## config.mk

```make
export PLATFORM = sky130hd
export DESIGN_NAME = flash_status_flags
export DESIGN_NICKNAME = d
export VERILOG_FILES = /design/src/rtl/flagsgen_pkg.sv /design/src/rtl/flagsgen_toggle.sv /design/src/rtl/flagsgen_compose.sv /design/src/rtl/flash_status_flags.sv
export SDC_FILE = /design/constraint.sdc
export NUM_CORES = 1
export LEC_CHECK = 0
export BUFFER_PORTS_ARGS = -buffer_cell sky130_fd_sc_hd__buf_2
export CORE_MARGIN = 5
export CORE_UTILIZATION = 41
export DETAILED_ROUTE_END_ITERATION = 6
export PLACE_DENSITY = 0.78
export RECOVER_POWER = 100
export SETUP_SLACK_MARGIN = 0.05
export SYNTH_ARGS = -nofsm -noshare
export SYNTH_HDL_FRONTEND = slang
export SYNTH_HIERARCHICAL = 1
export SYNTH_SLANG_ARGS = --single-unit
```

## constraint.sdc

```tcl
create_clock -name clk -period 2 [get_ports clk]
set_input_delay 0.2 -clock clk [delete_from_list [all_inputs] [get_ports clk]]
set_output_delay 0.2 -clock clk [all_outputs]
set_load 0.01 [all_outputs]
```

## src/rtl/flagsgen_pkg.sv

```systemverilog
package flagsgen_pkg;
  typedef enum logic [1:0] {
    OP_IDLE  = 2'd0,
    OP_PROG  = 2'd1,
    OP_ERASE = 2'd2,
    OP_RSVD  = 2'd3
  } op_e;

  localparam int POLL_BIT = 7;
  localparam int TOGA_BIT = 6;
  localparam int TOUT_BIT = 5;
  localparam int ERAS_BIT = 3;
  localparam int TOGB_BIT = 2;
endpackage

```

## src/rtl/flagsgen_toggle.sv

```systemverilog
module flagsgen_toggle (
  input  logic clk,
  input  logic rst_n,
  input  logic clr,
  input  logic flip,
  output logic q_eff,
  output logic q
);
  always_comb q_eff = clr ? 1'b0 : q;

  always_ff @(posedge clk or negedge rst_n) begin
    if (!rst_n) q <= 1'b0;
    else        q <= q_eff ^ flip;
  end


  clr_zero_chk: assert property (@(posedge clk) disable iff (!rst_n)
    (clr && !flip) |=> !q);

  clr_flip_chk: assert property (@(posedge clk) disable iff (!rst_n)
    (clr && flip) |=> q);

  flip_inv_chk: assert property (@(posedge clk) disable iff (!rst_n)
    (!clr && flip) |=> (q != $past(q)));

  hold_chk: assert property (@(posedge clk) disable iff (!rst_n)
    (!clr && !flip) |=> $stable(q));
endmodule

```

## src/rtl/flagsgen_compose.sv

```systemverilog
module flagsgen_compose
  import flagsgen_pkg::*;
#(
  parameter int DATA_W = 8
) (
  input  op_e               op,
  input  logic              suspended,
  input  logic              timeout,
  input  logic              in_susp_sector,
  input  logic              at_prog_addr,
  input  logic              prog_msb,
  input  logic [DATA_W-1:0] array_data,
  input  logic              tog_a,
  input  logic              tog_b,
  output logic [DATA_W-1:0] word,
  output logic              flip_a,
  output logic              flip_b
);
  logic busy;
  always_comb busy = (op == OP_PROG) || (op == OP_ERASE);

  always_comb begin
    word   = '0;
    flip_a = busy;
    flip_b = 1'b0;
    unique case (op)
      OP_PROG: begin
        word[POLL_BIT] = ~prog_msb;
        word[TOGA_BIT] = tog_a;
        word[TOUT_BIT] = timeout;
        word[TOGB_BIT] = 1'b1;
        if (suspended && !at_prog_addr && in_susp_sector) begin
          word[TOGB_BIT] = tog_b;
          flip_b         = 1'b1;
        end
      end
      OP_ERASE: begin
        if (!suspended) begin
          word[TOGA_BIT] = tog_a;
          word[TOUT_BIT] = timeout;
          word[ERAS_BIT] = 1'b1;
          word[TOGB_BIT] = tog_b;
          flip_b         = 1'b1;
        end else if (in_susp_sector) begin
          word[POLL_BIT] = 1'b1;
          word[TOGA_BIT] = 1'b1;
          word[TOGB_BIT] = tog_b;
          flip_b         = 1'b1;
        end else begin
          word = array_data;
        end
      end
      default: word = array_data;
    endcase
  end
endmodule

```

## src/rtl/flash_status_flags.sv

```systemverilog
module flash_status_flags
  import flagsgen_pkg::*;
#(
  parameter int DATA_W = 8
) (
  input  logic              clk,
  input  logic              rst_n,
  input  logic [1:0]        op,
  input  logic              suspended,
  input  logic              timeout,
  input  logic              in_susp_sector,
  input  logic              at_prog_addr,
  input  logic              prog_msb,
  input  logic [DATA_W-1:0] array_data,
  input  logic              rd_strobe,
  output logic [DATA_W-1:0] dq,
  output logic              dq_valid
);
  op_e               op_cur;
  op_e               op_q;
  logic              rd_q;
  logic              rd_rise;
  logic              start;
  logic              tog_a_eff, tog_a_q, tog_b_eff, tog_b_q;
  logic              flip_a, flip_b;
  logic [DATA_W-1:0] word;

  always_comb begin
    op_cur  = op_e'(op);
    rd_rise = rd_strobe && !rd_q;
    start   = (op_cur != op_q);
  end

  always_ff @(posedge clk or negedge rst_n) begin
    if (!rst_n) begin
      op_q     <= OP_IDLE;
      rd_q     <= 1'b0;
      dq       <= '0;
      dq_valid <= 1'b0;
    end else begin
      op_q     <= op_cur;
      rd_q     <= rd_strobe;
      dq_valid <= rd_rise;
      if (rd_rise) dq <= word;
    end
  end

  flagsgen_toggle u_tog_a (
    .clk(clk), .rst_n(rst_n), .clr(start), .flip(rd_rise && flip_a),
    .q_eff(tog_a_eff), .q(tog_a_q)
  );

  flagsgen_toggle u_tog_b (
    .clk(clk), .rst_n(rst_n), .clr(start), .flip(rd_rise && flip_b),
    .q_eff(tog_b_eff), .q(tog_b_q)
  );

  flagsgen_compose #(.DATA_W(DATA_W)) u_compose (
    .op(op_cur), .suspended(suspended), .timeout(timeout),
    .in_susp_sector(in_susp_sector), .at_prog_addr(at_prog_addr),
    .prog_msb(prog_msb), .array_data(array_data),
    .tog_a(tog_a_eff), .tog_b(tog_b_eff),
    .word(word), .flip_a(flip_a), .flip_b(flip_b)
  );


  valid_pulse_chk: assert property (@(posedge clk) disable iff (!rst_n)
    dq_valid |=> !dq_valid);

  valid_follows_rd_chk: assert property (@(posedge clk) disable iff (!rst_n)
    (rd_strobe && !rd_q) |=> dq_valid);

  prog_poll_chk: assert property (@(posedge clk) disable iff (!rst_n)
    (rd_rise && op_cur == OP_PROG) |=> (dq[POLL_BIT] == !$past(prog_msb)));

  erase_run_chk: assert property (@(posedge clk) disable iff (!rst_n)
    (rd_rise && op_cur == OP_ERASE && !suspended) |=> (dq[ERAS_BIT] && !dq[POLL_BIT]));

  susp_sector_chk: assert property (@(posedge clk) disable iff (!rst_n)
    (rd_rise && op_cur == OP_ERASE && suspended && in_susp_sector)
      |=> (dq[POLL_BIT] && dq[TOGA_BIT] && !dq[TOUT_BIT] && !dq[ERAS_BIT]));

  idle_data_chk: assert property (@(posedge clk) disable iff (!rst_n)
    (rd_rise && (op_cur == OP_IDLE || op_cur == OP_RSVD)) |=> (dq == $past(array_data)));

  reserved_zero_chk: assert property (@(posedge clk) disable iff (!rst_n)
    (rd_rise && (op_cur == OP_PROG || (op_cur == OP_ERASE && (!suspended || in_susp_sector))))
      |=> (dq[4] == 1'b0 && dq[1:0] == 2'b00));

  tout_bit_chk: assert property (@(posedge clk) disable iff (!rst_n)
    (rd_rise && (op_cur == OP_PROG || (op_cur == OP_ERASE && !suspended)))
      |=> (dq[TOUT_BIT] == $past(timeout)));
endmodule

```

==> impl_results.md <==
- Status: completed
- Critical Path Start Type: flip-flop
- Core box area: 1940 sq um
- Gr usage total: 11.7%
- Die area: 3040 sq um
- Leak: 0.448 nW
- Filler cells: 205
- # Post-CTS Setup Buffers: 0
- Share of cells above drive strength 1: 30.0%
- Pin count of the biggest net entering global routing: 15
- Mean Syn Cell Area: 11.8 sq um
- Clk buf depth: 2
- Area delta synth->final: 14.7%
- Cell area after synthesis: 835 sq um
- Fin crit period: 1.72 ns
- # port buffers: 26
- GR Overflow Total: 0
- Detailed Routing Iterations Pass 1: 4
- Part of the cycle the worst path needs: 86.1%
- PostCTS Resize Cnt: 0
- Post-route ant nets: 0
- Slew Limit Headroom: 40.3%
- R2R Setup Slk: 0.28 ns
- Routing usage on met1: 15.0%
- YS warnings: 6
- Endpoints failing setup: 0
- N_diodes: 0
- Final hold violations: 0
- VDD IR-drop max: 0.328 mV
- Cts bufs inserted: 3
- Met2 GRT Util: 18.9%
- Root Driver: clkbuf_4
- Via Count: 624
- Clock slew seen by the registers of the worst setup and hold paths: 0.08 ns
- Die Ht: 55.1 um
- Gp weighted congestion: 0.762
- DP Worst Slack: 0.331 ns
- Post-synth cell types: 30
- R2r endpoint: dq[2]$_DFFE_PN0P_
- Initial antenna violation count: 0
- Starting Density: 43.0%
- Vias in the first global route: 618
- Critical path class: reg -> reg
- FP Rows: 16
- Busiest grt layer: met2
- Critical Path Fanout Max: 3
- Crit path launch: op_q[1]$_DFF_PN0_
- Drt initial violations: 16
- Sequential fraction of the synthesis area: 42.0%
- Most frequent cells in the layout: dfrtp_1, buf_2, clkbuf_1
- Max Clock Freq: 580 MHz
- Worst hold-check path type: in -> reg
- Hpwl dp: 1.24 mm
- Pwr Density: 690 nW/um^2
- FF/Latch Area: 350 sq um
- Worst Hold Depth: 1
- CTS Hold Bufs: 1
- WL/cell: 12.5 um
- DRC: 0
- Worst Path Arrival: 1.88 ns
- Reg2reg start: op_q[1]$_DFF_PN0_
- CTS sink cnt: 14
- Mapped Cells: 71
- Setup TNS: 0 ns
- Register bit total from synthesis: 14
- DRT Wirelength: 1.59 mm
- Global-route wire length before repair: 2.57 mm
- WP data required: 2.16 ns
- Max Cap Viol: 0
- Commonest non-fill, non-tap cell in the layout: dfrtp_1
- Die width: 55.1 um
- Nets: 122
- TritonCTS clock tree: built
- Met3 GRT Util: 2.95%
- Worst slew pin tran: 0.894 ns
- Layout Skew: 0.00482 ns
- Vias/cell: 4.91
- Worst Setup End Kind: flip-flop
- Area of the multi-input gates: 397 sq um
- Synth Net Count: 91
- Hold_sp: rd_strobe
- Worst r2r path cells: 7
- Ports: 27
- H-tree levels: 1
- PnR worst setup slack: 0.277 ns
- WHS Endpoint: rd_q$_DFF_PN0_
- Final slew viol count: 0
- Clk_lat worst skew: 0.26 ns
- RSZ-0062 raised after global routing: false
where the power goes:
part	switching (mW)	internal, mW	total, mW
Combinational	0.0902	0.0844	0.175
Sequential	0.0183	0.319	0.337
Clock	0.0792	0.0694	0.149
cell families after synthesis:
group | after synthesis | synth area share [%]
xor+xnor | 4 | 6.00
flops | 14 | 42.0
fa+ha+maj | 2 | 3.00
buf+inv | 9 | 6.00
mux | 8 | 13.9
compound gates | 15 | 13.0
simple gates | 19 | 16.0
routing by layer:
layer / part of all wire [%] / vias up
met5: 0 / -
met3: 8.7 / 4
li1: - / 302
met1: 47 / 280
met4: 1.5 / 0
met2: 43 / 38
flip-flops by register name, indices dropped and copies added, names as in the netlist:
register and cells:
u_tog_b/q 1, rd_q 1, u_tog_a/q 1, dq_valid 1, op_q 2, dq 8
synth_stat cells, drive strengths merged:
| master | instances | area share (%) |
|---|---|---|
| dfrtp | 14 | 42 |
| inv | 8 | 3.6 |
| mux2 | 8 | 14 |
| nor2b | 6 | 7.2 |
| nand2 | 4 | 1.8 |
| a21oi | 3 | 1.8 |
| a22o | 2 | 2.1 |
| and2 | 2 | 1.8 |
| ha | 2 | 3.0 |
| nand2b | 2 | 1.5 |
| nor2 | 2 | 0.90 |
| o21ai | 2 | 1.2 |
| xnor2 | 2 | 2.1 |
| xor2 | 2 | 3.9 |
| a2bb2oi | 1 | 1.0 |
| a31oi | 1 | 0.75 |
| buf | 1 | 2.4 |
| nand3 | 1 | 0.60 |
| nand4b | 1 | 1.0 |
| nor4bb | 1 | 1.2 |
| o21a | 1 | 0.90 |
| o21ba | 1 | 1.2 |
| o22ai | 1 | 0.75 |
| o2bb2ai | 1 | 1.0 |
| o311a | 1 | 1.2 |
| o32ai | 1 | 1.0 |
worst max-delay path: stages, from the launching register on:
cell and delay (ns):
dfrtp_1 0.38, xnor2_1 0.12, nand2_1 0.13, nor2b_1 0.12, nor4bb_1 0.34, o311a_1 0.20, o21ai_1 0.07, mux2_4 0.25
cell type report:
| class | count | area share, % |
|---|---|---|
| Timing Repair Buffer | 27 | 12.9 |
| Sequential cell | 14 | 36.6 |
| Tap cell | 27 | 3.53 |
| Multi-Input combinational cell | 48 | 41.4 |
| Clock buffer | 3 | 2.35 |
| Inverter | 8 | 3.14 |
through the flow:
step | instance area (sq um) | utilization, % | hold WS (ns) | instances | total power, mW
floorplan | 835 | - | -0.0956 | 71 | 0.472
global placement | 978 | 50.4 | 0.112 | 123 | 0.539
detailed placement | 978 | 50.4 | 0.115 | 123 | 0.544
CTS | 1010 | 52.1 | 0.0433 | 127 | 0.699
global route | 957 | 49.3 | 0.0439 | 127 | 0.705
finish | 957 | 49.3 | 0.0476 | 127 | 0.661
worst max-delay path by stage:
stage | end | depth (start not counted) | slack, ns
finish | dq[2]$_DFFE_PN0P_ | 7 | 0.28
global route | dq[2]$_DFFE_PN0P_ | 7 | 0.20
CTS | dq[2]$_DFFE_PN0P_ | 7 | 0.31
detailed placement | dq[2]$_DFFE_PN0P_ | 7 | 0.33
global placement | dq[3]$_DFFE_PN0P_ | 7 | 0.40
floorplan | dq[2]$_DFFE_PN0P_ | 7 | 0.49
(Power assumes the default switching activity.)
